## config.mk

```make
export PLATFORM = sky130hd
export DESIGN_NAME = gray_combiner
export DESIGN_NICKNAME = d
export VERILOG_FILES = /design/src/rtl/gray_pkg.sv /design/src/rtl/gray_field_bank.sv /design/src/rtl/gray_priority_decode.sv /design/src/rtl/gray_pass_ctrl.sv /design/src/rtl/gray_combiner.sv
export SDC_FILE = /design/constraint.sdc
export NUM_CORES = 2
export LEC_CHECK = 0
export ABC_CLOCK_PERIOD_IN_PS = 43800
export BUFFER_PORTS_ARGS = -buffer_cell sky130_fd_sc_hd__buf_2
export CORE_MARGIN = 4
export CORE_UTILIZATION = 61
export CTS_BUF_LIST = sky130_fd_sc_hd__clkbuf_8
export CTS_CLUSTER_DIAMETER = 60
export CTS_CLUSTER_SIZE = 14
export DETAILED_ROUTE_END_ITERATION = 10
export GPL_ROUTABILITY_DRIVEN = 0
export PLACE_DENSITY = 0.77
export REMOVE_ABC_BUFFERS = 1
export SYNTH_ARGS = -nofsm -noshare
export SYNTH_HDL_FRONTEND = slang
export SYNTH_SLANG_ARGS = --single-unit
```

## constraint.sdc

```tcl
create_clock -name clk -period 43.8 [get_ports clk]
set_input_delay 2.19 -clock clk [delete_from_list [all_inputs] [get_ports clk]]
set_output_delay 2.19 -clock clk [all_outputs]
set_load 0.005 [all_outputs]
```

## src/rtl/gray_pkg.sv

```systemverilog
package gray_pkg;
  localparam int PASSES = 4;
  localparam int CODE_W = 2;
  localparam int LEVEL_W = 4;
  localparam int MAX_LEVEL = 12;

  typedef logic [CODE_W-1:0] code_t;
  typedef logic [LEVEL_W-1:0] level_t;
  // packed: element 0 sits in bits 1:0, element 3 in bits 7:6
  typedef code_t [PASSES-1:0] pixel_t;
  typedef logic [$clog2(PASSES)-1:0] pass_t;
endpackage

```

## src/rtl/gray_field_bank.sv

```systemverilog
module gray_field_bank #(
  parameter int ADDR_W = 8,
  parameter int DATA_W = 2
) (
  input  logic              clk,
  input  logic              we,
  input  logic [ADDR_W-1:0] waddr,
  input  logic [DATA_W-1:0] wdata,
  input  logic [ADDR_W-1:0] raddr,
  output logic [DATA_W-1:0] rdata
);
  localparam int DEPTH = 1 << ADDR_W;

  logic [DATA_W-1:0] mem [DEPTH];

  // read-first single-clock RAM: same-address read returns the old word
  always_ff @(posedge clk) begin
    if (we) mem[waddr] <= wdata;
    rdata <= mem[raddr];
  end
endmodule

```

## src/rtl/gray_priority_decode.sv

```systemverilog
module gray_priority_decode
  import gray_pkg::*;
(
  input  pixel_t pix,
  output level_t level
);
  logic found;

  always_comb begin
    level = '0;
    found = 1'b0;
    for (int c = (1 << CODE_W) - 1; c >= 1; c--) begin
      for (int p = PASSES - 1; p >= 0; p--) begin
        if (!found && pix[p] == code_t'(c)) begin
          found = 1'b1;
          level = level_t'((c - 1) * PASSES + p + 1);
        end
      end
    end
  end

  always_comb begin
    assert_level_range_R5: assert (level <= level_t'(MAX_LEVEL));
    if (pix == '0) assert_black_R8: assert (level == '0);
  end
endmodule

```

## src/rtl/gray_pass_ctrl.sv

```systemverilog
module gray_pass_ctrl
  import gray_pkg::*;
#(
  parameter int ADDR_W = 8
) (
  input  logic              clk,
  input  logic              rst,
  input  logic              pass_done,
  input  logic              clear_start,
  output pass_t             pass_idx,
  output logic [7:0]        ref_byte,
  output logic              busy,
  output logic [ADDR_W-1:0] clr_addr
);
  localparam logic [ADDR_W-1:0] LAST_ADDR = {ADDR_W{1'b1}};
  localparam logic [5:0] REF_LOW = 6'h3F;

  pass_t pass_nxt;
  assign pass_nxt = pass_done ? pass_idx + pass_t'(1) : pass_idx;

  always_ff @(posedge clk) begin
    if (rst) begin
      pass_idx <= '0;
      ref_byte <= {2'b00, REF_LOW};
    end else begin
      pass_idx <= pass_nxt;
      ref_byte <= {pass_nxt, REF_LOW};
    end
  end

  always_ff @(posedge clk) begin
    if (rst) begin
      busy     <= 1'b0;
      clr_addr <= '0;
    end else if (!busy) begin
      if (clear_start) begin
        busy     <= 1'b1;
        clr_addr <= '0;
      end
    end else if (clr_addr == LAST_ADDR) begin
      busy <= 1'b0;
    end else begin
      clr_addr <= clr_addr + 1'b1;
    end
  end

  assert_pass_step_R4: assert property (@(posedge clk) disable iff (rst)
    pass_done |=> pass_idx == $past(pass_idx) + pass_t'(1));
  assert_pass_hold_R4: assert property (@(posedge clk) disable iff (rst)
    !pass_done |=> $stable(pass_idx));
  assert_ref_follows_pass_R3: assert property (@(posedge clk) disable iff (rst)
    ref_byte == {pass_idx, REF_LOW});
  assert_clear_starts_R10: assert property (@(posedge clk) disable iff (rst)
    (clear_start && !busy) |=> (busy && clr_addr == '0));
  assert_clear_ends_R10: assert property (@(posedge clk) disable iff (rst)
    (busy && clr_addr == LAST_ADDR) |=> !busy);
endmodule

```

## src/rtl/gray_combiner.sv

```systemverilog
module gray_combiner
  import gray_pkg::*;
#(
  parameter int ADDR_W = 8
) (
  input  logic              clk,
  input  logic              rst,
  input  logic              pass_done,
  input  logic              clear_start,
  input  logic              wr_en,
  input  logic [ADDR_W-1:0] wr_addr,
  input  logic [1:0]        wr_code,
  input  logic [ADDR_W-1:0] rd_addr,
  output logic [3:0]        rd_level,
  output logic [1:0]        pass_idx,
  output logic [7:0]        ref_byte,
  output logic              busy
);
  logic [ADDR_W-1:0] clr_addr;
  logic [ADDR_W-1:0] bank_addr;
  code_t             bank_data;
  pixel_t            pix_q;
  pass_t             pass_cur;

  gray_pass_ctrl #(.ADDR_W(ADDR_W)) u_ctrl (
    .clk(clk), .rst(rst), .pass_done(pass_done), .clear_start(clear_start),
    .pass_idx(pass_cur), .ref_byte(ref_byte), .busy(busy), .clr_addr(clr_addr)
  );

  assign pass_idx  = pass_cur;
  assign bank_addr = busy ? clr_addr : wr_addr;
  assign bank_data = busy ? code_t'(0) : wr_code;

  for (genvar p = 0; p < PASSES; p++) begin : g_bank
    logic we_p;
    assign we_p = busy || (wr_en && pass_cur == pass_t'(p));
    gray_field_bank #(.ADDR_W(ADDR_W), .DATA_W(CODE_W)) u_bank (
      .clk(clk), .we(we_p), .waddr(bank_addr), .wdata(bank_data),
      .raddr(rd_addr), .rdata(pix_q[p])
    );
  end

  gray_priority_decode u_dec (.pix(pix_q), .level(rd_level));
endmodule

```

### After elaboration in Yosys (flattened, before gate mapping)

Memories as Yosys holds them, arrays and structs flattened. A register that Yosys moved wholly into a read port is not among the register bits.
Cells that the tools add are included.

| word-level totals | value |
|---|---|
| flip-flop bits (word level) | 17 |
| RAM bits | 2048 |
| input port bits | 23 |
| output and inout bits | 15 |
| word-level logic and storage cells | 100 |
| memories kept | 4 |

| operators by class | value |
|---|---|
| $add $sub $neg | 2 |
| eq/ne operators | 17 |
| multiplexer cells | 40 |
| reductions and logical operators | 33 |

Memories:

| memory | depth | bits a word | read ports | clocked after memory_dff | write ports | RTL line | RTL |
|---|---|---|---|---|---|---|---|
| g_bank[0].u_bank.mem | 256 | 2 | 1 | 1 | 1 | gray_field_bank.sv:14 | `logic [DATA_W-1:0] mem [DEPTH];` |
| g_bank[1].u_bank.mem | 256 | 2 | 1 | 1 | 1 | gray_field_bank.sv:14 |  |
| g_bank[2].u_bank.mem | 256 | 2 | 1 | 1 | 1 | gray_field_bank.sv:14 |  |
| g_bank[3].u_bank.mem | 256 | 2 | 1 | 1 | 1 | gray_field_bank.sv:14 |  |

Operators by type and width:

| operator | count |
|---|---|
| $mux W4 | 12 |
| $mux W8 | 4 |
| $mux W1 | 22 |
| $eq A2 B2 Y1 const B | 10 |
| $logic_and A1 B1 Y1 | 15 |
| $logic_not A1 Y1 | 11 |
| $eq A2 B1 Y1 const B | 5 |
| $add A8 B1 Y8 const B | 1 |
| $eq A8 B8 Y1 const B | 1 |
| $logic_or A1 B1 Y1 | 4 |
| $mux W2 | 2 |
| $add A2 B1 Y2 const B | 1 |
| $logic_not A2 Y1 | 1 |
| $ne A2 B2 Y1 const B | 1 |
| $reduce_and A2 Y1 | 1 |
| $reduce_bool A2 Y1 | 1 |

### Logic depth before layout (Yosys ltp)

| logic depth | value |
|---|---|
| depth in word-level cells | 35 |
| mapped depth | 11 |
| gate-level depth less buffers | 7 |

### By module

Synthesis repeated with hierarchy kept, for this count alone.

| second synthesis, totals | value |
|---|---|
| cells, all modules | 5078 |
| area total of the unflattened synthesis | 86446.7 um2 |

Modules (own cells, without submodules):

| module | times used | cells each | area an instance (um2) | seq. area each (um2) |
|---|---|---|---|---|
| gray_field_bank | 4 | 1242 | 21381.8 | 15414.8 |
| gray_pass_ctrl | 1 | 65 | 584.3 | 220.2 |
| gray_combiner | 1 | 18 | 177.7 | 0.0 |
| gray_priority_decode | 1 | 27 | 157.7 | 0.0 |

### Least setup slack after synthesis

No wires, ideal clock.

| timing path | value |
|---|---|
| path kind | input -> register |
| start | in wr_code[0] |
| end | mem g_bank[0].u_bank.mem[0][0] (data pin) |
| library setup time | 5.174 ns |
| data arrival time | 26.527 ns |
| data required time | 38.626 ns |
| path slack | 12.098 ns |
| stages on the path | 1 |
| buffers on the path | 0 |
| path through | nor2b_1 |

| between the ends | value |
|---|---|
| word-level cells in the longest chain between the ends | 1 |

RTL lines:

| item | RTL line | RTL |
|---|---|---|
| start, declared | gray_combiner.sv:12 | `input logic [1:0] wr_code,` |
| $mux W2 | gray_combiner.sv:32 | `assign bank_data = busy ? code_t'(0) : wr_code;` |
| end, declared | gray_field_bank.sv:14 |  |

Every way passes these cells.

==> results.cfg <==
[sta]
rsz0062_at_grt = no
fin_skew_ps = 49.3
fin_setup_tns_ps = 0
setup_ws_ps = 37920
finalCritPeriodShare_pct = 13.4
slew_headroom_pct = 10.4
fmax_ghz = 0.170
maxSlewViolCount = 0
hold_violations = 0
final-setup-viol-count = 0
fin_crit_ps = 5880
tightest_slew_ps = 1330

[place]
port_buffers = 31
hpwl_mm = 120
placedCellCount = 6455
dpl_worst_slack_ps = 36870
dpl_cell_area_sq_mm = 0.0857

[floorplanning]
rows = 136
die-area_sq_mm = 0.145
core_area_sq_mm = 0.138
ios = 38
fp.dieW_microns = 381
die_y_microns = 381
initial_core_util_pct = 61.5

[power]
vdd_drop_max_mv = 0.0379
p_leak_nw = 26.9
p_per_area_mw_per_mm2 = 38.4

[route]
drtIter0Drc = 7089
drc_errors = 0
wl_per_cell_microns = 29.9
routed-via-count = 45600
drt-pass1-iter-count = 7
drtAntennaViolNets = 0
post_drt_via_cell_ratio = 6.81
routed_wirelength_mm = 200

[logic_synthesis]
avgSynthCellArea_sq_um = 17.3
syn_area_sq_mm = 0.0848
synth_seq_area_share_pct = 73.0
synth_edf_count = 2048
yosysUniqueCellTypes = 65
synth.yosys.warnings = 0
synthCells = 4911
async_reset_ff_share_pct = 0
ys_seq_elements = 2067
synth_ff_type = edfxtp_1

[worst_setup_path]
crit_slowest_cell = nor4_1
slowest_delay_ps = 1070
crit_end = g_bank[0].u_bank.rdata[0]
cp.depth = 8
crit_start = rd_addr[0]
cp.buffers_inverters = 3
crit_type = input pin to flip-flop
critPathTopFamily = buffers and inverters
r2r_setup_slack_ps = 38920
worstPathRequired_ps = 44590
r2r_cells = 5
start_kind = input pin
crit_chain = buf_8, buf_4, buf_4, mux4_2, a22oi_1, a21oi_1, nor4_1, nor4_1
critical_path.max_fanout = 80
cp-end-kind = flip-flop
timing.rr.end = g_bank[1].u_bank.mem[147][0]
r2r_start = u_ctrl.busy
cp_data_arrival_time_ps = 6670

[clock_tree]
post_cts_buffers = 0
cts.sinks = 2067
htreeDepth = 4
postCtsHoldBufs = 0
clockBufferDepth = 3
cts_made_buffers = 168
insertion_delay_ps = 950
cts_tree = built
cts_resized = 0
clkSlewWorstSetupHoldPaths_ps = 80
root_buffer = clkbuf_8

[layout]
most-common-layout-cells = 2,048 x edfxtp_1, 1,085 x nor2_1, 344 x mux4_2
fin_util_pct = 64.2
fin_area_sq_mm = 0.0885
nets = 4859
fillers = 9265
drive_gt1_share_pct = 14.2
area_growth_pct = 4.32
finalNonFillerCells = 6699
final_common_cell = edfxtp_1

[grt]
grt_pass1_wl_mm = 296
antenna_found_initial = 8
grt-ovfl-total = 0
grtUsageTotal_pct = 27.6
grt_pass1_vias = 45700
grt_max_degree = 264

[job]
drv_cap = 0

[status]
status = finished, final reports clean

[worst_hold_path]
hp-class = flip-flop to flip-flop
-- routing by layer --
layer	global-route usage, %	wire [microns]	up-vias
met3	5.66	23200	448
li1	-	-	19000
met2	42.9	95600	2817
met1	39.5	73500	23300
met4	10.4	7990	6
met5	0	57	-
-- state kept, by name, indices dropped and copies added, names as in the netlist --
| signal | cells |
|---|---|
| u_ctrl.busy | 1 |
| u_ctrl.clr_addr | 8 |
| g_bank.u_bank.mem | 2048 |
| u_ctrl.pass_idx | 2 |
| g_bank.u_bank.rdata | 8 |
-- worst min-delay path, stage by stage, from the launching register on --
cell     delay [ps]
dfxtp_1         370
o21ai_0         100
a21oi_1          60
-- cells in the mapped netlist (6+ instances only) --
cell       count  share of area, %
mux2_2        10              0.13
inv_1         14             0.062
buf_4         26              0.23
a32oi_1        7             0.072
nor2_1      1087               4.8
nor3_1        20              0.12
or3_1          8             0.059
a31oi_1        9             0.066
buf_12        32              0.76
clkbuf_1     217              0.96
mux4_1        75               2.3
a2bb2oi_1     10              0.10
buf_6         15              0.20
o221ai_1      37              0.38
a211oi_1      28              0.25
o21ai_1        8             0.047
nor2b_1       14              0.10
buf_8          7              0.12
buf_2         58              0.34
buf_1          9             0.040
dfxtp_1       19              0.45
nand3_1       15             0.089
and2_1         7             0.052
a22o_1        26              0.27
mux2i_1      184               2.2
mux4_2       344               9.1
nand2b_1       8             0.059
a221oi_1      25              0.26
xnor2_1        6             0.062
a22oi_1      133               1.2
a21oi_1       66              0.39
edfxtp_1    2048                73
nand2_1      156              0.69
o22ai_1       52              0.38
o22a_1         6             0.062
o21ai_0       40              0.24
nor4_1        18              0.13
-- report_power, final --
part	total (mW)	internal, mW	switching [mW]
registers	2.20	2.19	0.00616
clock network	0.969	0.367	0.602
logic	0.229	0.0659	0.163
-- logic make-up after synthesis --
kind of cell | Yosys count | synth area share (%)
simple gates | 1360 | 6.36
xor+xnor | 6 | 0.0620
compound gates | 474 | 3.98
fa+ha+maj | 5 | 0.0738
mux | 613 | 13.8
other cells | 1 | 0.00442
flops | 2067 | 73.0
buf+inv | 385 | 2.78
-- layout make-up --
| cell class | instances | area (sq um) | area share [%] |
|---|---|---|---|
| Multi-Input combinational cell | 2464 | 20700 | 23.4 |
| Antenna cell | 4 | 10.0 | 0.0113 |
| Inverter | 15 | 56.3 | 0.0637 |
| Sequential cell | 2067 | 61900 | 70.0 |
| Timing Repair Buffer | 115 | 871 | 0.984 |
| Tap cell | 1794 | 2240 | 2.54 |
| Clock inverter | 65 | 308 | 0.348 |
| Clock buffer | 175 | 2410 | 2.72 |
-- worst min path at each step --
stage                              end               start  depth (start not counted)  slack, ps
global route        u_ctrl.clr_addr[4]  u_ctrl.clr_addr[4]                          2        580
CTS                 u_ctrl.clr_addr[4]  u_ctrl.clr_addr[4]                          2        560
global placement    u_ctrl.clr_addr[4]  u_ctrl.clr_addr[4]                          2        520
detailed placement  u_ctrl.clr_addr[4]  u_ctrl.clr_addr[4]                          2        540
finish              u_ctrl.clr_addr[4]  u_ctrl.clr_addr[4]                          2        570
floorplan           u_ctrl.clr_addr[4]  u_ctrl.clr_addr[4]                          2        500
-- stage by stage --
stage	hold WS, ps	total power [mW]
CTS	558	3.40
global placement	523	2.47
finish	570	3.40
floorplan	497	2.42
detailed placement	544	2.47
global route	577	3.51
(Power assumes the default switching activity.)
